File: src/rtl/dbgseq_pkg.sv
package dbgseq_pkg;
    typedef enum logic [2:0] {
        ST_IDLE  = 3'd0,
        ST_ONE   = 3'd1,
        ST_TWO   = 3'd2,
        ST_THREE = 3'd3,
        ST_FINAL = 3'd4
    } seq_state_t;

    localparam logic [1:0] TGT_FINAL = 2'b11;

    function automatic seq_state_t tgt_to_state(input logic [1:0] tgt);
        return seq_state_t'({1'b0, tgt} + 3'd1);
    endfunction
endpackage

File: src/rtl/dbgseq_regs.sv
module dbgseq_regs
    import dbgseq_pkg::*;
#(
    parameter int NCH = 3,
    localparam int DW = 3 * NCH
) (
    input  logic            clk,
    input  logic            rst_n,
    input  logic            wr_en,
    input  logic [1:0]      wr_sel,
    input  logic [DW-1:0]   wr_data,
    input  seq_state_t      state,
    output logic            arm_set,
    output logic            arm_clr,
    output logic            trig,
    output logic            arm_q,
    output logic [NCH-1:0]  brk_en,
    output logic [DW-1:0]   cur_cfg
);
    logic [DW-1:0] cfg_q [3];
    logic          ctl_wr;

    assign ctl_wr  = wr_en && (wr_sel == 2'd0);
    assign arm_set = ctl_wr && wr_data[0];
    assign arm_clr = ctl_wr && !wr_data[0];
    assign trig    = ctl_wr && wr_data[1];

    always_ff @(posedge clk) begin
        if (!rst_n) begin
            brk_en <= '0;
            arm_q  <= 1'b0;
        end else begin
            if (ctl_wr)
                brk_en <= wr_data[2 +: NCH];
            if (arm_clr || state == ST_FINAL)
                arm_q <= 1'b0;
            else if (arm_set && state == ST_IDLE)
                arm_q <= 1'b1;
        end
    end

    for (genvar s = 0; s < 3; s++) begin : g_cfg
        always_ff @(posedge clk) begin
            if (!rst_n)
                cfg_q[s] <= '0;
            else if (wr_en && wr_sel == 2'(s + 1))
                cfg_q[s] <= wr_data;
        end
    end

    always_comb begin
        unique case (state)
            ST_ONE:   cur_cfg = cfg_q[0];
            ST_TWO:   cur_cfg = cfg_q[1];
            ST_THREE: cur_cfg = cfg_q[2];
            default:  cur_cfg = '0;
        endcase
    end

    a_r8_arm_selfclear: assert property (@(posedge clk) disable iff (!rst_n)
        (state == ST_FINAL) |=> !arm_q);
    a_r2_arm_sets: assert property (@(posedge clk) disable iff (!rst_n)
        (arm_set && state == ST_IDLE) |=> arm_q);
endmodule

File: src/rtl/dbgseq_arbiter.sv
module dbgseq_arbiter
    import dbgseq_pkg::*;
#(
    parameter int NCH = 3,
    localparam int DW = 3 * NCH
) (
    input  logic [NCH-1:0] match,
    input  logic [DW-1:0]  cfg,
    output logic           hit,
    output seq_state_t     target
);
    logic [NCH-1:0] valid;
    logic [NCH-1:0] to_final;

    for (genvar c = 0; c < NCH; c++) begin : g_ch
        assign valid[c]    = match[c] && cfg[3*c];
        assign to_final[c] = valid[c] && (cfg[3*c+1 +: 2] == TGT_FINAL);
    end

    always_comb begin
        hit    = |valid;
        target = ST_IDLE;
        for (int c = NCH - 1; c >= 0; c--) begin
            if (valid[c])
                target = tgt_to_state(cfg[3*c+1 +: 2]);
        end
        if (|to_final)
            target = ST_FINAL;
    end
endmodule

File: src/rtl/dbgseq_fsm.sv
module dbgseq_fsm
    import dbgseq_pkg::*;
(
    input  logic       clk,
    input  logic       rst_n,
    input  logic       arm_set,
    input  logic       arm_clr,
    input  logic       trig,
    input  logic       hit,
    input  seq_state_t target,
    output seq_state_t state,
    output logic [2:0] state_flags,
    output logic       session_done
);
    seq_state_t nxt;

    always_ff @(posedge clk) begin
        if (!rst_n)
            state <= ST_IDLE;
        else
            state <= nxt;
    end

    always_comb begin
        nxt = state;
        unique case (state)
            ST_IDLE: begin
                if (arm_set)
                    nxt = ST_ONE;
            end
            ST_ONE, ST_TWO, ST_THREE: begin
                if (arm_clr)
                    nxt = ST_IDLE;
                else if (trig)
                    nxt = ST_FINAL;
                else if (hit)
                    nxt = target;
            end
            ST_FINAL: nxt = ST_IDLE;
            default:  nxt = ST_IDLE;
        endcase
    end

    always_comb begin
        state_flags  = state;
        session_done = (state == ST_FINAL);
    end

    a_r8_final_one_cycle: assert property (@(posedge clk) disable iff (!rst_n)
        (state == ST_FINAL) |=> (state == ST_IDLE));
    a_r3_idle_holds: assert property (@(posedge clk) disable iff (!rst_n)
        (state == ST_IDLE && !arm_set) |=> (state == ST_IDLE));
    a_r9_abort: assert property (@(posedge clk) disable iff (!rst_n)
        (arm_clr && state != ST_IDLE) |=> (state == ST_IDLE));
    a_r7_trigger: assert property (@(posedge clk) disable iff (!rst_n)
        (trig && !arm_clr && state inside {ST_ONE, ST_TWO, ST_THREE}) |=> (state == ST_FINAL));
    a_r5_no_hit_stable: assert property (@(posedge clk) disable iff (!rst_n)
        (!hit && !trig && !arm_clr && state inside {ST_ONE, ST_TWO, ST_THREE}) |=> $stable(state));
endmodule

File: src/rtl/dbgseq_top.sv
module dbgseq_top
    import dbgseq_pkg::*;
#(
    parameter int NCH = 3
) (
    input  logic               clk,
    input  logic               rst_n,
    input  logic               wr_en,
    input  logic [1:0]         wr_sel,
    input  logic [3*NCH-1:0]   wr_data,
    input  logic [NCH-1:0]     match,
    output logic [2:0]         state_flags,
    output logic               arm_status,
    output logic               session_done,
    output logic               brk_hit
);
    localparam int DW = 3 * NCH;

    seq_state_t     state;
    seq_state_t     target;
    logic           arm_set, arm_clr, trig, hit;
    logic [NCH-1:0] brk_en;
    logic [DW-1:0]  cur_cfg;

    dbgseq_regs #(.NCH(NCH)) u_regs (
        .clk(clk), .rst_n(rst_n), .wr_en(wr_en), .wr_sel(wr_sel),
        .wr_data(wr_data), .state(state), .arm_set(arm_set),
        .arm_clr(arm_clr), .trig(trig), .arm_q(arm_status),
        .brk_en(brk_en), .cur_cfg(cur_cfg)
    );

    dbgseq_arbiter #(.NCH(NCH)) u_arb (
        .match(match), .cfg(cur_cfg), .hit(hit), .target(target)
    );

    dbgseq_fsm u_fsm (
        .clk(clk), .rst_n(rst_n), .arm_set(arm_set), .arm_clr(arm_clr),
        .trig(trig), .hit(hit), .target(target), .state(state),
        .state_flags(state_flags), .session_done(session_done)
    );

    assign brk_hit = (state != ST_IDLE) && |(match & brk_en);

    a_r10_brk_idle: assert property (@(posedge clk) disable iff (!rst_n)
        (state == ST_IDLE) |-> !brk_hit);
    a_r8_done_single: assert property (@(posedge clk) disable iff (!rst_n)
        session_done |=> !session_done);
endmodule

File: config.mk
export PLATFORM = sky130hd
export DESIGN_NAME = dbgseq_top
export DESIGN_NICKNAME = d
export VERILOG_FILES = /design/src/rtl/dbgseq_pkg.sv /design/src/rtl/dbgseq_regs.sv /design/src/rtl/dbgseq_arbiter.sv /design/src/rtl/dbgseq_fsm.sv /design/src/rtl/dbgseq_top.sv
export SDC_FILE = /design/constraint.sdc
export NUM_CORES = 1
export LEC_CHECK = 0
export CAP_MARGIN = 40
export CORE_ASPECT_RATIO = 0.6
export CORE_MARGIN = 4
export CORE_UTILIZATION = 54
export DETAILED_ROUTE_END_ITERATION = 6
export HOLD_SLACK_MARGIN = 0.1
export MAX_ROUTING_LAYER = met4
export PLACE_DENSITY = 0.78
export SLEW_MARGIN = 5
export SYNTH_ARGS = -nofsm -noshare
export SYNTH_HDL_FRONTEND = slang
export SYNTH_SLANG_ARGS = --single-unit
File: constraint.sdc
create_clock -name clk -period 2.8 [get_ports clk]
set_input_delay 0.56 -clock clk [delete_from_list [all_inputs] [get_ports clk]]
set_output_delay 0.56 -clock clk [all_outputs]
set_load 0.005 [all_outputs]
# Yosys cells after proc, flatten, opt, wreduce, memory -nomap -nowiden
# Memory sizes are Yosys's and may differ from the RTL's.
# Index checks and enable logic that the tools add are counted.
[totals] memories=1 ram_bits=27 inputBits=17 reg_bits=7 wordCells=73 out_inout_bits=6
[op_classes] n_reduce_logical=26 addsub=3 bitwise_logic=5 eq_ne=12 mux=23
[memory_table] name="u_regs.cfg_q" words=3 word_bits=9 rd=3 rd_ports_with_merged_regs=0 write_ports=3 line="dbgseq_regs.sv:20" source="logic [DW-1:0] cfg_q [3];"
[op_table] op="two-way mux 9 bit" n=3
[op_table] op="case mux 9 bit (3 select lines)" n=1
[op_table] op="two-way mux 3 bit" n=8
[op_table] op="logical AND 1 bit" n=15
[op_table] op="OR reduction 3 bit" n=4
[op_table] op="equality test 2 bit, second input constant" n=5
[op_table] op="two-way mux 1 bit" n=10
[op_table] op="adder 2 x 1 -> 3 bit, second input constant" n=3
[op_table] op="equality test 3 x 2 -> 1 bit, second input constant" n=2
[op_table] op="case mux 3 bit (2 select lines)" n=1
[op_table] op="!= test 4 bit, second input constant" n=1
[op_table] op="AND 3 bit" n=1
[op_table] op="equality test 3 x 1 -> 1 bit, second input constant" n=1
[op_table] op="equality test 3 bit, second input constant" n=1
[op_table] op="logical NOT 3 bit" n=1
[op_table] op="OR 1 bit" n=3
[op_table] op="nonzero test 3 bit" n=1
[op_table] op="equality test 2 x 1 -> 1 bit, second input constant" n=1
[op_table] op="logical NOT 2 bit" n=1
[op_table] op="!= test 2 bit, second input constant" n=1
[op_table] op="AND reduction 2 bit" n=1
[op_table] op="OR reduction 2 bit" n=1
[op_table] op="logical NOT 1 bit" n=1
[op_table] op="logical OR 1 bit" n=1
[op_table] op="inverter 1 bit" n=1

# Logic depth before layout (Yosys ltp)
[depth] depth_word=11 mapped_depth=12 depth_no_buf=10

# By module
# Synthesis repeated with hierarchy kept, for this count alone.
[hier_totals] cells_unflattened=163 area_unflattened_um2=1811.7
[modules_own_cells] module="dbgseq_regs" cells_per_inst=115 area_each_um2=1452.6 n_inst=1
[modules_own_cells] module="dbgseq_fsm" cells_per_inst=25 area_each_um2=197.7 n_inst=1
[modules_own_cells] module="dbgseq_arbiter" cells_per_inst=20 area_each_um2=142.6 n_inst=1
[modules_own_cells] module="dbgseq_top" cells_per_inst=3 area_each_um2=18.8 n_inst=1

# Worst setup path before layout
# No wires, ideal clock.
[synth_timing] kind="reg2reg" startpoint="reg u_fsm.state[0]" endpoint="reg u_fsm.state[0]" setup_slack_ns=0.766 period_less_slack_ns=2.034 t_arrival_ns=1.974 stages_incl_launch_ff=13 n_path_buf=2 t_required_ns=2.740 path_cell_list="dfxtp_1 buf_6 buf_4 mux2i_1 nor2_1 a21oi_1 nor2_1 ha_1 nand4b_1 o32ai_1 a311oi_1 and2b_1 a32o_1"
[synth_between] elab_chain_cells=11 elab_cells_between_ends=31
[synth_lines] item="from (decl)" line="dbgseq_fsm.sv:11" source="output seq_state_t state,"
[synth_lines] item="from (signal assigned)" line="dbgseq_fsm.sv:21" source="state <= nxt;"
[synth_lines] item="equality test 3 x 2 -> 1 bit / equality test 3 x 1 -> 1 bit (equally long branches)" line="dbgseq_regs.sv:52, dbgseq_fsm.sv:26"
[synth_lines] item="case mux 9 bit (3 select lines)" line="dbgseq_regs.sv:52" source="unique case (state)"
[synth_lines] item="adder 2 x 1 -> 3 bit / logical AND 1 bit (equally long branches)" line="dbgseq_pkg.sv:13, dbgseq_arbiter.sv:16"
[synth_lines] item="two-way mux 3 bit (3 in series)" line="dbgseq_arbiter.sv:24" source="if (valid[c])"
[synth_lines] item="two-way mux 3 bit" line="dbgseq_arbiter.sv:27" source="if (|to_final)"
[synth_lines] item="two-way mux 3 bit" line="dbgseq_fsm.sv:36" source="else if (hit)"
[synth_lines] item="two-way mux 3 bit" line="dbgseq_fsm.sv:34" source="else if (trig)"
[synth_lines] item="two-way mux 3 bit" line="dbgseq_fsm.sv:32" source="if (arm_clr)"
[synth_lines] item="case mux 3 bit (2 select lines)" line="dbgseq_fsm.sv:26" source="unique case (state)"
# Several ways; a longest one is shown, not always the timed one. The select of a mux whose other input is x is not followed.
# A chain may end at the register's enable or synchronous reset.

# Worst setup path after layout
# Ends and elaborated chain as after synthesis.

==> results.md <==
- Routed via count: about 1,400
- Final nets: ~220
- Max Fclk: 386 MHz
- Core Region: roughly 3000 um^2
- Gp weighted congestion: between 0.8 and 0.9
- Final max-slew violation count: 0
- Met2 global-route usage: 0.307
- Clock Latency Late Sink: between 0.2 and 0.3 ns
- Wire length of the first global-routing pass: 6460 um
- Post-synthesis sequential area ratio: 0.524
- Initial core utilization: 0.597
- Max Cap Viol: 0
- Worst-path clk slew: roughly 0.07 ns
- Crit path max fanout: 13
- CTS Buf Count: 5
- Max IR drop VDD: between 0.3 and 0.4 mV
- Dpl hpwl: 2980 um
- Ratio of cells with drive above 1 in the final layout: 0.0964
- DRT iter0 DRCs: ~230
- Avg Cell Area, Syn: 10.9 um^2
- Final setup vio count: 0
- Die W: around 83 um
- Async set-reset flop share out of synthesis: 0
- Routed Antenna Nets: 0
- Die ar.: between 4000 and 5000 um^2
- DR DRC count: 0
- Clock Sinks: 34
- Ys flop type: edfxtp_1
- Cts hold-fix bufs: 0
- RSZ-0062 raised after global routing: no
- Max-slew headroom: 0.638
- Final setup TNS: 0 ns
- CTS tree: yes
- PwrDens: 574 nW/um^2
- Synthesized Nets: between 150 and 200
- CTS root buf: clkbuf_8
- Worst hold-check path type: register to register
- Slew @ Worst Pin: 0.542 ns
- Tmin final: 2.59 ns
- Outcome: finished clean
- CP Data Required Time: just under 3 ns
- Grt met1 use: 0.268
- CP arrival: 2.77 ns
- Maximum buffer depth of the clock tree: 2
- Top cells by area, synth: edfxtp_1, and2_1, dfxtp_1
- Grt met3 use: 0.0498
- Leakage: ~0.81 nW
- ANT cells: 0
- Initial antenna violation count: 0
- Post-Synthesis Cells: about 170
- GRT Max-Usage Layer: met2
- Placed Instances: approximately 230
- Clock Skew: 0.00724 ns
- H-Tree Depth: 2
- Gr usage total: 0.203
- Drt wl/cell: ~17 um
- Synth Register Bits: 34
- Largest area contributor in the netlist: edfxtp_1
- Post-DR vias/cell: approximately 5.8
- Final worst-path cycle share: 0.925
- Fill count: ~220
- First-pass DRT Iterations: 4
- # port buffers: 22
- Drt total wl: just over 4000 um
- Final hold violations: 0
- CP endpoint kind: register
- Final non-filler cell total: 239
- Largest net degree at the start of global routing: 18
- Top-area cell type share of the netlist area: 0.447
- Synth unique cells: 39
- Post-CTS Resized: 0
- Post-CTS setup buffers: 0
- Number of synthesized flops with an enable pin: 27
- Mapped cell area: ~1800 um^2
- I/O Pins: 23
- Vias in the first global route: between 1,000 and 1,500
- Overflow after GRT: 0
- Multi-input logic area: 816 um^2
- Die H: around 53 um
- Synthesis warning total: 0
- Storage cell area: 951 um^2
- Worst Path Class, Setup: register to register
- P&R area growth vs syn: 23.9%
- Fin util: 0.740
- Row count: 15
- Startpoint Class: register
[metrics by stage]
stage / instance area [um^2] / hold WS [ns] / power, W / setup WS (ns)
2_1_floorplan: 1820 / 0.481 / 0.000683 / 0.766
3_3_place_gp: 2110 / 0.506 / 0.000748 / 0.357
3_5_place_dp: 2110 / 0.532 / 0.000754 / 0.300
4_1_cts: 2250 / 0.542 / 0.00129 / 0.267
5_1_grt: 2250 / 0.582 / 0.00133 / 0.0775
6_report: 2250 / 0.539 / 0.00129 / 0.211
[where the power goes]
part / internal (W) / switching (W) / leakage, nW / total [W]
Sequential: 0.000579 / 0.0000196 / 0.322 / 0.000599
Clock: 0.000357 / 0.000190 / 0.0683 / 0.000547
Combinational: 0.0000723 / 0.0000728 / 0.416 / 0.000145
[state kept, by name, indices dropped and copies added, names as in the netlist]
name and cells:
u_regs.brk_en 3, u_regs.arm_q 1, u_fsm.state 3, u_regs.cfg_q 27
[logic make-up (layout without fill, tap and decap cells)]
group,Yosys count,count (layout),share of synthesized area
and+or+nand+nor,84,84,0.265
muxes,12,12,0.0669
buffers and inverters,9,40,0.0269
adders and majority gates,3,3,0.0207
DFF,34,34,0.524
AOI/OAI and AO/OA,24,24,0.0965
[layout by cell type, fill, tap and decap left out, types with 3 or more instances in the layout]
| master | netlist | final |
|---|---|---|
| and2_1 | 28 | 28 |
| edfxtp_1 | 27 | 27 |
| clkdlybuf4s50_1 | 0 | 22 |
| nor2_1 | 14 | 14 |
| nand2_1 | 13 | 13 |
| mux2i_1 | 11 | 11 |
| dfxtp_1 | 7 | 7 |
| nand3_1 | 6 | 6 |
| a21oi_1 | 5 | 5 |
| clkbuf_8 | 0 | 5 |
| buf_4 | 2 | 5 |
| inv_1 | 4 | 4 |
| o21ai_0 | 4 | 4 |
| nor2b_1 | 4 | 4 |
| nand3b_1 | 3 | 3 |
| nor3_1 | 3 | 3 |
| ha_1 | 3 | 3 |
[worst max-delay path: stages, from the launching register on]
cell and delay [ns]:
dfxtp_1 0.66, nand2b_1 0.22, o32ai_1 0.43, ha_1 0.26, nand3_1 0.08, a311oi_1 0.26
a311oi_1 0.10, and2b_1 0.20, a32o_1 0.27
[Yosys cell counts (3+ instances only)]
library cell,number
o21ai_0,4
inv_1,4
mux2i_1,11
ha_1,3
nand3b_1,3
a21oi_1,5
nand3_1,6
dfxtp_1,7
nor2b_1,4
edfxtp_1,27
nor2_1,14
nor3_1,3
and2_1,28
nand2_1,13
[final cells by class]
| type | instances | area share |
|---|---|---|
| sequential | 34 | 0.423 |
| timing repair buffer | 28 | 0.123 |
| inverter | 4 | 0.00667 |
| multi-input combinational | 123 | 0.363 |
| clock inverter | 3 | 0.0306 |
| tap | 42 | 0.0234 |
| clock buffer | 5 | 0.0306 |
[layer usage]
| layer | routed length, um | share of wire |
|---|---|---|
| met2 | 1740 | 0.43 |
| met1 | 1880 | 0.47 |
| met4 | 70 | 0.017 |
| met5 | 0 | 0 |
| met3 | 338 | 0.084 |
[path summary, 6_finish.rpt]
| path | start | endpoint | slack [ns] | depth (start not counted) |
|---|---|---|---|---|
| max | u_fsm.state[0] | u_fsm.state[0] | 0.21 | 8 |
| min reg2reg | u_regs.brk_en[1] | u_regs.brk_en[1] | 0.54 | 2 |
| min | u_regs.brk_en[1] | u_regs.brk_en[1] | 0.54 | 2 |
| max reg2reg | u_fsm.state[0] | u_fsm.state[0] | 0.21 | 8 |
(Power assumes the default switching activity.)
